File: config.mk
export PLATFORM = sky130hd
export DESIGN_NAME = stag_add_pipe
export DESIGN_NICKNAME = d
export VERILOG_FILES = /design/src/rtl/stag_add_pkg.sv /design/src/rtl/stag_lo_phase.sv /design/src/rtl/stag_hi_phase.sv /design/src/rtl/stag_flag_phase.sv /design/src/rtl/stag_add_pipe.sv
export SDC_FILE = /design/constraint.sdc
export NUM_CORES = 1
export LEC_CHECK = 0
export BUFFER_PORTS_ARGS = -buffer_cell sky130_fd_sc_hd__buf_4
export CORE_MARGIN = 10
export CORE_UTILIZATION = 30
export CTS_CLUSTER_DIAMETER = 80
export DETAILED_ROUTE_END_ITERATION = 7
export SYNTH_ARGS = -nofsm -noshare
export SYNTH_HDL_FRONTEND = slang
export SYNTH_SLANG_ARGS = --single-unit
File: constraint.sdc
create_clock -name clk -period 6.26 [get_ports clk]
set_input_delay 0.313 -clock clk [delete_from_list [all_inputs] [get_ports clk]]
set_output_delay 0.313 -clock clk [all_outputs]
set_load 0.03 [all_outputs]
File: src/rtl/stag_add_pkg.sv
package stag_add_pkg;

    localparam int HALF_W = 16;
    localparam int WORD_W = 2 * HALF_W;

    typedef logic [HALF_W-1:0] half_t;

    // State after the low phase
    typedef struct packed {
        logic  vld;
        half_t sum_lo;
        logic  cy;
        half_t a_hi;
        half_t b_hi;
        logic  byp_a;
        logic  byp_b;
    } lo_stage_t;

    // State after the high phase
    typedef struct packed {
        logic  vld;
        half_t sum_lo;
        half_t sum_hi;
        logic  cy;
        logic  ovf;
        logic  lo_zero;
    } hi_stage_t;

    typedef struct packed {
        logic z;
        logic n;
        logic c;
        logic v;
    } flags_t;

    // Half-width add with carry in; MSB of result is carry out
    function automatic logic [HALF_W:0] half_add(input half_t a, input half_t b, input logic cin);
        return {1'b0, a} + {1'b0, b} + {{HALF_W{1'b0}}, cin};
    endfunction

endpackage

File: src/rtl/stag_lo_phase.sv
module stag_lo_phase
    import stag_add_pkg::*;
(
    input  logic              clk,
    input  logic              rst,
    input  logic              in_valid,
    input  logic              byp_a,
    input  logic              byp_b,
    input  logic [WORD_W-1:0] opa,
    input  logic [WORD_W-1:0] opb,
    output lo_stage_t         lo_q
);

    half_t           a_lo;
    half_t           b_lo;
    logic [HALF_W:0] s_lo;
    lo_stage_t       lo_d;

    // Low-half forward: previous issue's low sum sits in lo_q this cycle
    always_comb begin
        a_lo         = byp_a ? lo_q.sum_lo : opa[HALF_W-1:0];
        b_lo         = byp_b ? lo_q.sum_lo : opb[HALF_W-1:0];
        s_lo         = half_add(a_lo, b_lo, 1'b0);
        lo_d.vld     = in_valid;
        lo_d.sum_lo  = s_lo[HALF_W-1:0];
        lo_d.cy      = s_lo[HALF_W];
        lo_d.a_hi    = opa[WORD_W-1:HALF_W];
        lo_d.b_hi    = opb[WORD_W-1:HALF_W];
        lo_d.byp_a   = byp_a;
        lo_d.byp_b   = byp_b;
    end

    always_ff @(posedge clk) begin
        if (rst) lo_q <= '0;
        else     lo_q <= lo_d;
    end

    // an issued add reaches the low-phase output on the next cycle
    assert_lo_follows_issue_R1: assert property (@(posedge clk) disable iff (rst)
        in_valid |=> lo_q.vld);

    // an idle cycle produces no low-phase result
    assert_idle_no_lo_R8: assert property (@(posedge clk) disable iff (rst)
        !in_valid |=> !lo_q.vld);

endmodule

File: src/rtl/stag_hi_phase.sv
module stag_hi_phase
    import stag_add_pkg::*;
(
    input  logic      clk,
    input  logic      rst,
    input  lo_stage_t lo_q,
    output hi_stage_t hi_q
);

    half_t           a_hi;
    half_t           b_hi;
    logic [HALF_W:0] s_hi;
    hi_stage_t       hi_d;

    // High-half forward: producer's high sum sits in hi_q this cycle
    always_comb begin
        a_hi         = lo_q.byp_a ? hi_q.sum_hi : lo_q.a_hi;
        b_hi         = lo_q.byp_b ? hi_q.sum_hi : lo_q.b_hi;
        s_hi         = half_add(a_hi, b_hi, lo_q.cy);
        hi_d.vld     = lo_q.vld;
        hi_d.sum_lo  = lo_q.sum_lo;
        hi_d.sum_hi  = s_hi[HALF_W-1:0];
        hi_d.cy      = s_hi[HALF_W];
        hi_d.ovf     = (a_hi[HALF_W-1] == b_hi[HALF_W-1]) &&
                       (s_hi[HALF_W-1] != a_hi[HALF_W-1]);
        hi_d.lo_zero = (lo_q.sum_lo == '0);
    end

    always_ff @(posedge clk) begin
        if (rst) hi_q <= '0;
        else     hi_q <= hi_d;
    end

    // the high phase follows the low phase by one cycle
    assert_hi_follows_lo_R2: assert property (@(posedge clk) disable iff (rst)
        lo_q.vld |=> hi_q.vld);

    // the low half is carried through the high phase unchanged
    assert_lo_carried_R1: assert property (@(posedge clk) disable iff (rst)
        lo_q.vld |=> (hi_q.sum_lo == $past(lo_q.sum_lo)));

endmodule

File: src/rtl/stag_flag_phase.sv
module stag_flag_phase
    import stag_add_pkg::*;
(
    input  logic              clk,
    input  logic              rst,
    input  hi_stage_t         hi_q,
    output logic              done_vld,
    output logic [WORD_W-1:0] done_sum,
    output flags_t            done_flags
);

    flags_t fl_d;

    always_comb begin
        fl_d.z = hi_q.lo_zero && (hi_q.sum_hi == '0);
        fl_d.n = hi_q.sum_hi[HALF_W-1];
        fl_d.c = hi_q.cy;
        fl_d.v = hi_q.ovf;
    end

    always_ff @(posedge clk) begin
        if (rst) begin
            done_vld   <= 1'b0;
            done_sum   <= '0;
            done_flags <= '0;
        end else begin
            done_vld   <= hi_q.vld;
            done_sum   <= {hi_q.sum_hi, hi_q.sum_lo};
            done_flags <= fl_d;
        end
    end

    // the flag phase follows the high phase by one cycle
    assert_done_follows_hi_R3: assert property (@(posedge clk) disable iff (rst)
        hi_q.vld |=> done_vld);

    // the high half reaches the final output unchanged
    assert_hi_carried_R2: assert property (@(posedge clk) disable iff (rst)
        hi_q.vld |=> (done_sum[WORD_W-1:HALF_W] == $past(hi_q.sum_hi)));

endmodule

File: src/rtl/stag_add_pipe.sv
module stag_add_pipe
    import stag_add_pkg::*;
(
    input  logic              clk,
    input  logic              rst,
    input  logic              in_valid,
    input  logic              byp_a,
    input  logic              byp_b,
    input  logic [WORD_W-1:0] opa,
    input  logic [WORD_W-1:0] opb,
    output logic              lo_valid,
    output logic [HALF_W-1:0] res_lo,
    output logic              hi_valid,
    output logic [HALF_W-1:0] res_hi,
    output logic              done_valid,
    output logic [WORD_W-1:0] done_sum,
    output logic              flag_z,
    output logic              flag_n,
    output logic              flag_c,
    output logic              flag_v
);

    lo_stage_t lo_q;
    hi_stage_t hi_q;
    flags_t    fl_q;

    stag_lo_phase u_lo (
        .clk      (clk),
        .rst      (rst),
        .in_valid (in_valid),
        .byp_a    (byp_a),
        .byp_b    (byp_b),
        .opa      (opa),
        .opb      (opb),
        .lo_q     (lo_q)
    );

    stag_hi_phase u_hi (
        .clk  (clk),
        .rst  (rst),
        .lo_q (lo_q),
        .hi_q (hi_q)
    );

    stag_flag_phase u_fl (
        .clk        (clk),
        .rst        (rst),
        .hi_q       (hi_q),
        .done_vld   (done_valid),
        .done_sum   (done_sum),
        .done_flags (fl_q)
    );

    assign lo_valid = lo_q.vld;
    assign res_lo   = lo_q.sum_lo;
    assign hi_valid = hi_q.vld;
    assign res_hi   = hi_q.sum_hi;
    assign flag_z   = fl_q.z;
    assign flag_n   = fl_q.n;
    assign flag_c   = fl_q.c;
    assign flag_v   = fl_q.v;

    // the early low half seen at the port matches the final low half
    assert_lo_port_final_R1: assert property (@(posedge clk) disable iff (rst)
        lo_valid |=> ##1 (done_valid && (done_sum[HALF_W-1:0] == $past(res_lo, 2))));

    // at most one phase output per op; the valid relay never gaps mid-flight
    assert_relay_R3: assert property (@(posedge clk) disable iff (rst)
        hi_valid |-> $past(lo_valid));

endmodule

; Yosys cells after proc, flatten, opt, wreduce, memory -nomap -nowiden
; Index checks and enable logic that the tools add are counted.
[word_totals]
register_bits = 125
input_bits = 69
output_inout_bits = 71
elab_cells = 32
[op_classes]
n_addsub = 3
eq_ne = 2
n_mux = 4
n_reduce_logical = 4
[op_table]
columns = cell, count
row1 = two-way mux 16 bit, 4
row2 = adder 16 x 16 -> 17 bit, 2
row3 = zero test 16 bit, 2
row4 = adder 17 x 1 -> 17 bit, 1
row5 = logical AND 1 bit, 2
row6 = equality test 1 bit, 1
row7 = != test 1 bit, 1

; Depth between registers and ports, before layout
[depth]
word_depth = 5
mapped_depth = 11
depth_no_buf = 9

; Modules after synthesis
; From an unflattened synthesis, not the netlist that was laid out.
[hier_totals]
hier_cells = 541
area_unflattened_um2 = 5622.9
[by_module_without_submodules]
columns = mod, instances, cells_each, area_per_inst_um2, seq_area_each_um2
row1 = stag_lo_phase, 1, 251, 2523.7, 1041.0
row2 = stag_hi_phase, 1, 208, 2062.0, 720.7
row3 = stag_flag_phase, 1, 82, 1037.2, 720.7

; Least setup slack after synthesis
; Ideal clock, no wire load.
[synth_timing]
kind = flip-flop to flip-flop
from = register, netlist name u_lo.lo_q[0]
to = register, netlist name u_hi.hi_q[17]
setup_time_ps = 123
t_arrival_ps = 2978
required_ps = 6137
setup_slack_ps = 3159
path_stages_with_launch = 11
path_buffers = 1
period_less_slack_ps = 3101
cell_sequence = dfxtp_1 clkbuf_1 mux2_2 fa_1 fa_1 a21oi_1 o211ai_1 a221oi_2 o211ai_1 a21oi_1 mux2_1
[synth_between]
elab_chain_len = 3
[synth_rtl]
columns = item, line_no
row1 = two-way mux 16 bit, stag_hi_phase.sv:18  ; b_hi = lo_q.byp_b ? hi_q.sum_hi : lo_q.b_hi;
row2 = adder 16 x 16 -> 17 bit, stag_add_pkg.sv:38  ; return {1'b0, a} + {1'b0, b} + {{HALF_W{1'b0}}, cin};
row3 = adder 17 x 1 -> 17 bit, stag_add_pkg.sv:38
; No other way between the ends.
; A chain may end at the register's enable or synchronous reset.

; Final worst setup path
[layout_timing]
from = register, netlist name u_lo.lo_q[0]
to = register, netlist name u_hi.hi_q[17]
[layout_between]
elab_chain_len = 3
[layout_rtl]
columns = item, line_no
row1 = two-way mux 16 bit, stag_hi_phase.sv:18
row2 = adder 16 x 16 -> 17 bit, stag_add_pkg.sv:38
row3 = adder 17 x 1 -> 17 bit, stag_add_pkg.sv:38
; No other way between the ends.

==> results.cfg <==
[detailed_routing]
drc = 0
wirelength_um = 15100
antenna_left = 0
wire_per_inst_um = 15.8
via_per_inst = 4.41
drt_iter0_drc = 193
via_count = 4203
drtPass1Iterations = 4

[finish]
fin_cells = 952
layout_commonest_cell = buf_4
syn_to_final_growth_pct = 27.7
layout.nets = 782
n_antenna_cell = 0
layout-drive-gt1-share = 0.342
mostFrequentLayoutCells = 140 x buf_4, 124 x dfxtp_1, 97 x nor2b_1

[power]
switchingPower_w = 0.000996
seq_power_share = 0.349
power_density_nw_per_um2 = 395
p_int_w = 0.00194
ir_drop_v = 0.000181
combPwrFrac = 0.324
leakagePower_nw = 3.31
p_sw_frac = 0.339
clockPowerShare = 0.326
p_total_w = 0.00294

[worst_setup_path]
critical_path.cell_chain = mux2_2, fa_1, fa_1, a21oi_1, o211ai_1, a221oi_2, o211ai_1, a21oi_1, mux2_1
slowest_delay_ns = 0.81
worst_ep_arrival_time_ns = 3.91
startpoint_type = register
critical-path-slowest-cell = dfxtp_1
cp.required_ns = 6.56
end_kind = register
path_buf_inv = 0
critPathMaxFanout = 16
path_class = reg -> reg
r2r_cells = 9
path_depth = 9
cp_top_family = compound AO/OA/AOI/OAI gates

[sta]
fin_crit_ns = 3.61
setup_viol = 0
rsz0062_at_grt = false
tns_ns = 0
skew_ns = 0.00699
finalCritPeriodShare = 0.577
slew_headroom = 0.435
hold_violations = 0
worstMarginPinSlew_ns = 0.848
drv_slew = 0
max_freq_mhz = 277

[synth]
synth_ff_type = dfxtp_1
synth_area_um2 = 5820
ys_async_sr_fraction = 0
synth-seq-area-share = 0.427
synthCells = 578
synth_edf_count = 0
synth_cell_types = 43
syn_avg_cell_area_um2 = 10.1
yosys_warnings = 0
syn-num-nets = 681
ys_ff_latch = 124

[placement]
io_buffers = 139
dp_hpwl_um = 11300
dp_cells = 920
place.gp.congestion = 0.838

[cts]
cts_setup_buffers = 0
cts_resized = 0
clk_pin_slew_ns = 0.06
cts_tree = done
clk-insertion-delay-late_ns = 0.41
cts.sinks = 124
cts_made_buffers = 17
clockBufferDepth = 2
hold_buffers = 0
htreeDepth = 4
root_buffer = clkbuf_16

[global_routing]
antenna_found_initial = 0
grt_util_met2 = 0.187
grtUsageMet1 = 0.145
track_usage = 0.118
met3_usage = 0.0356
grt_pass1_wl_um = 23700
grt_pass1_vias = 4340
grt_busiest_layer = met2
grt-ovfl-total = 0
grt_max_degree = 85

[floorplan]
die-area_um2 = 25400
core_um2 = 18900
rows = 50
fp.dieH_um = 159
die_w_um = 159
initial_core_util = 0.308
io_pins = 140

[min_path]
hp-class = in -> reg
hold_depth = 2

[run]
maxCapViolCount = 0

[status]
status = finished, final reports clean
## sequential cells by signal, indices dropped and copies added, names as in the netlist
name             count
u_fl.done_flags      4
u_fl.done_sum       31
u_fl.done_vld        1
u_hi.hi_q           36
u_lo.lo_q           52
## cells by family after synthesis
kind of cell | count (synthesis) | synth area share
buf+inv | 62 | 0.0617
xor+xnor | 19 | 0.0286
simple gates | 189 | 0.179
compound gates | 82 | 0.0957
flops | 124 | 0.427
fa+ha+maj | 34 | 0.0770
mux | 68 | 0.132
## cell usage after synthesis (2+ instances only)
cell / number / area (um^2)
clkbuf_1: 19 / 71.3
ha_1: 31 / 388
o21ai_0: 8 / 40.0
a21oi_1: 21 / 105
o21a_1: 6 / 45.0
o211ai_1: 3 / 22.5
xor2_1: 7 / 61.3
o21ai_1: 4 / 20.0
buf_4: 33 / 248
o31ai_1: 2 / 15.0
buf_2: 2 / 10.0
nand4_1: 9 / 56.3
dfxtp_1: 124 / 2480
mux2_1: 4 / 45.0
nor4_1: 9 / 56.3
a31oi_1: 4 / 25.0
a21o_1: 15 / 113
mux2_2: 64 / 721
o21bai_1: 5 / 37.5
a211oi_1: 5 / 37.5
nor2b_1: 97 / 607
nor2_1: 42 / 158
nand3_1: 3 / 15.0
nand2_1: 13 / 48.8
inv_1: 4 / 15.0
and2_1: 2 / 12.5
and3_1: 2 / 12.5
buf_1: 4 / 15.0
o2111ai_1: 2 / 17.5
fa_1: 3 / 60.1
nor3_1: 7 / 35.0
xnor2_1: 12 / 105
o211a_1: 2 / 20.0
## power by group through the flow
stage          clock [W]  combinational (W)  sequential, W
3_3_place_gp           0           0.000948        0.00105
6_report        0.000958           0.000954        0.00103
2_1_floorplan          0           0.000726        0.00103
5_1_grt          0.00102            0.00104        0.00105
3_5_place_dp           0           0.000957        0.00104
4_1_cts         0.000983           0.000963        0.00103
## worst paths after layout
check | from | endpoint | slack (ns)
worst max-delay path | u_lo.lo_q[0] | u_hi.hi_q[17] | 2.65
worst min-delay path | opa[28] | u_lo.lo_q[30] | 0.10
worst max register to register | u_lo.lo_q[0] | u_hi.hi_q[17] | 2.65
worst min register to register | u_hi.hi_q[30] | u_fl.done_sum[11] | 0.43
## metal layers
layer | up-vias | part of all wire | wire length [um]
met5 | - | 0 | 0
met4 | 0 | 0.022 | 336
met3 | 21 | 0.039 | 594
met2 | 83 | 0.47 | 7070
met1 | 1922 | 0.47 | 7080
li1 | 2177 | - | -
## final cells by class
type                       instances  area (um^2)
multi-input combinational        392         2980
inverter                           4         15.0
clock buffer                      21          460
timing repair buffer             140         1050
clock inverter                    11          119
tap                              260          325
sequential                       124         2480
fill                            1897        11500
## through the flow
step,util,area [um^2],hold slack (ns),setup WS (ns)
finish,0.393,7430,0.105,2.65
floorplan,-,5820,0.414,3.16
global placement,0.363,6850,0.418,2.66
global route,0.393,7430,0.0870,2.40
detailed placement,0.363,6850,0.421,2.62
CTS,0.393,7430,0.0818,2.59
No activity file was read; power rests on OpenSTA's default activity.
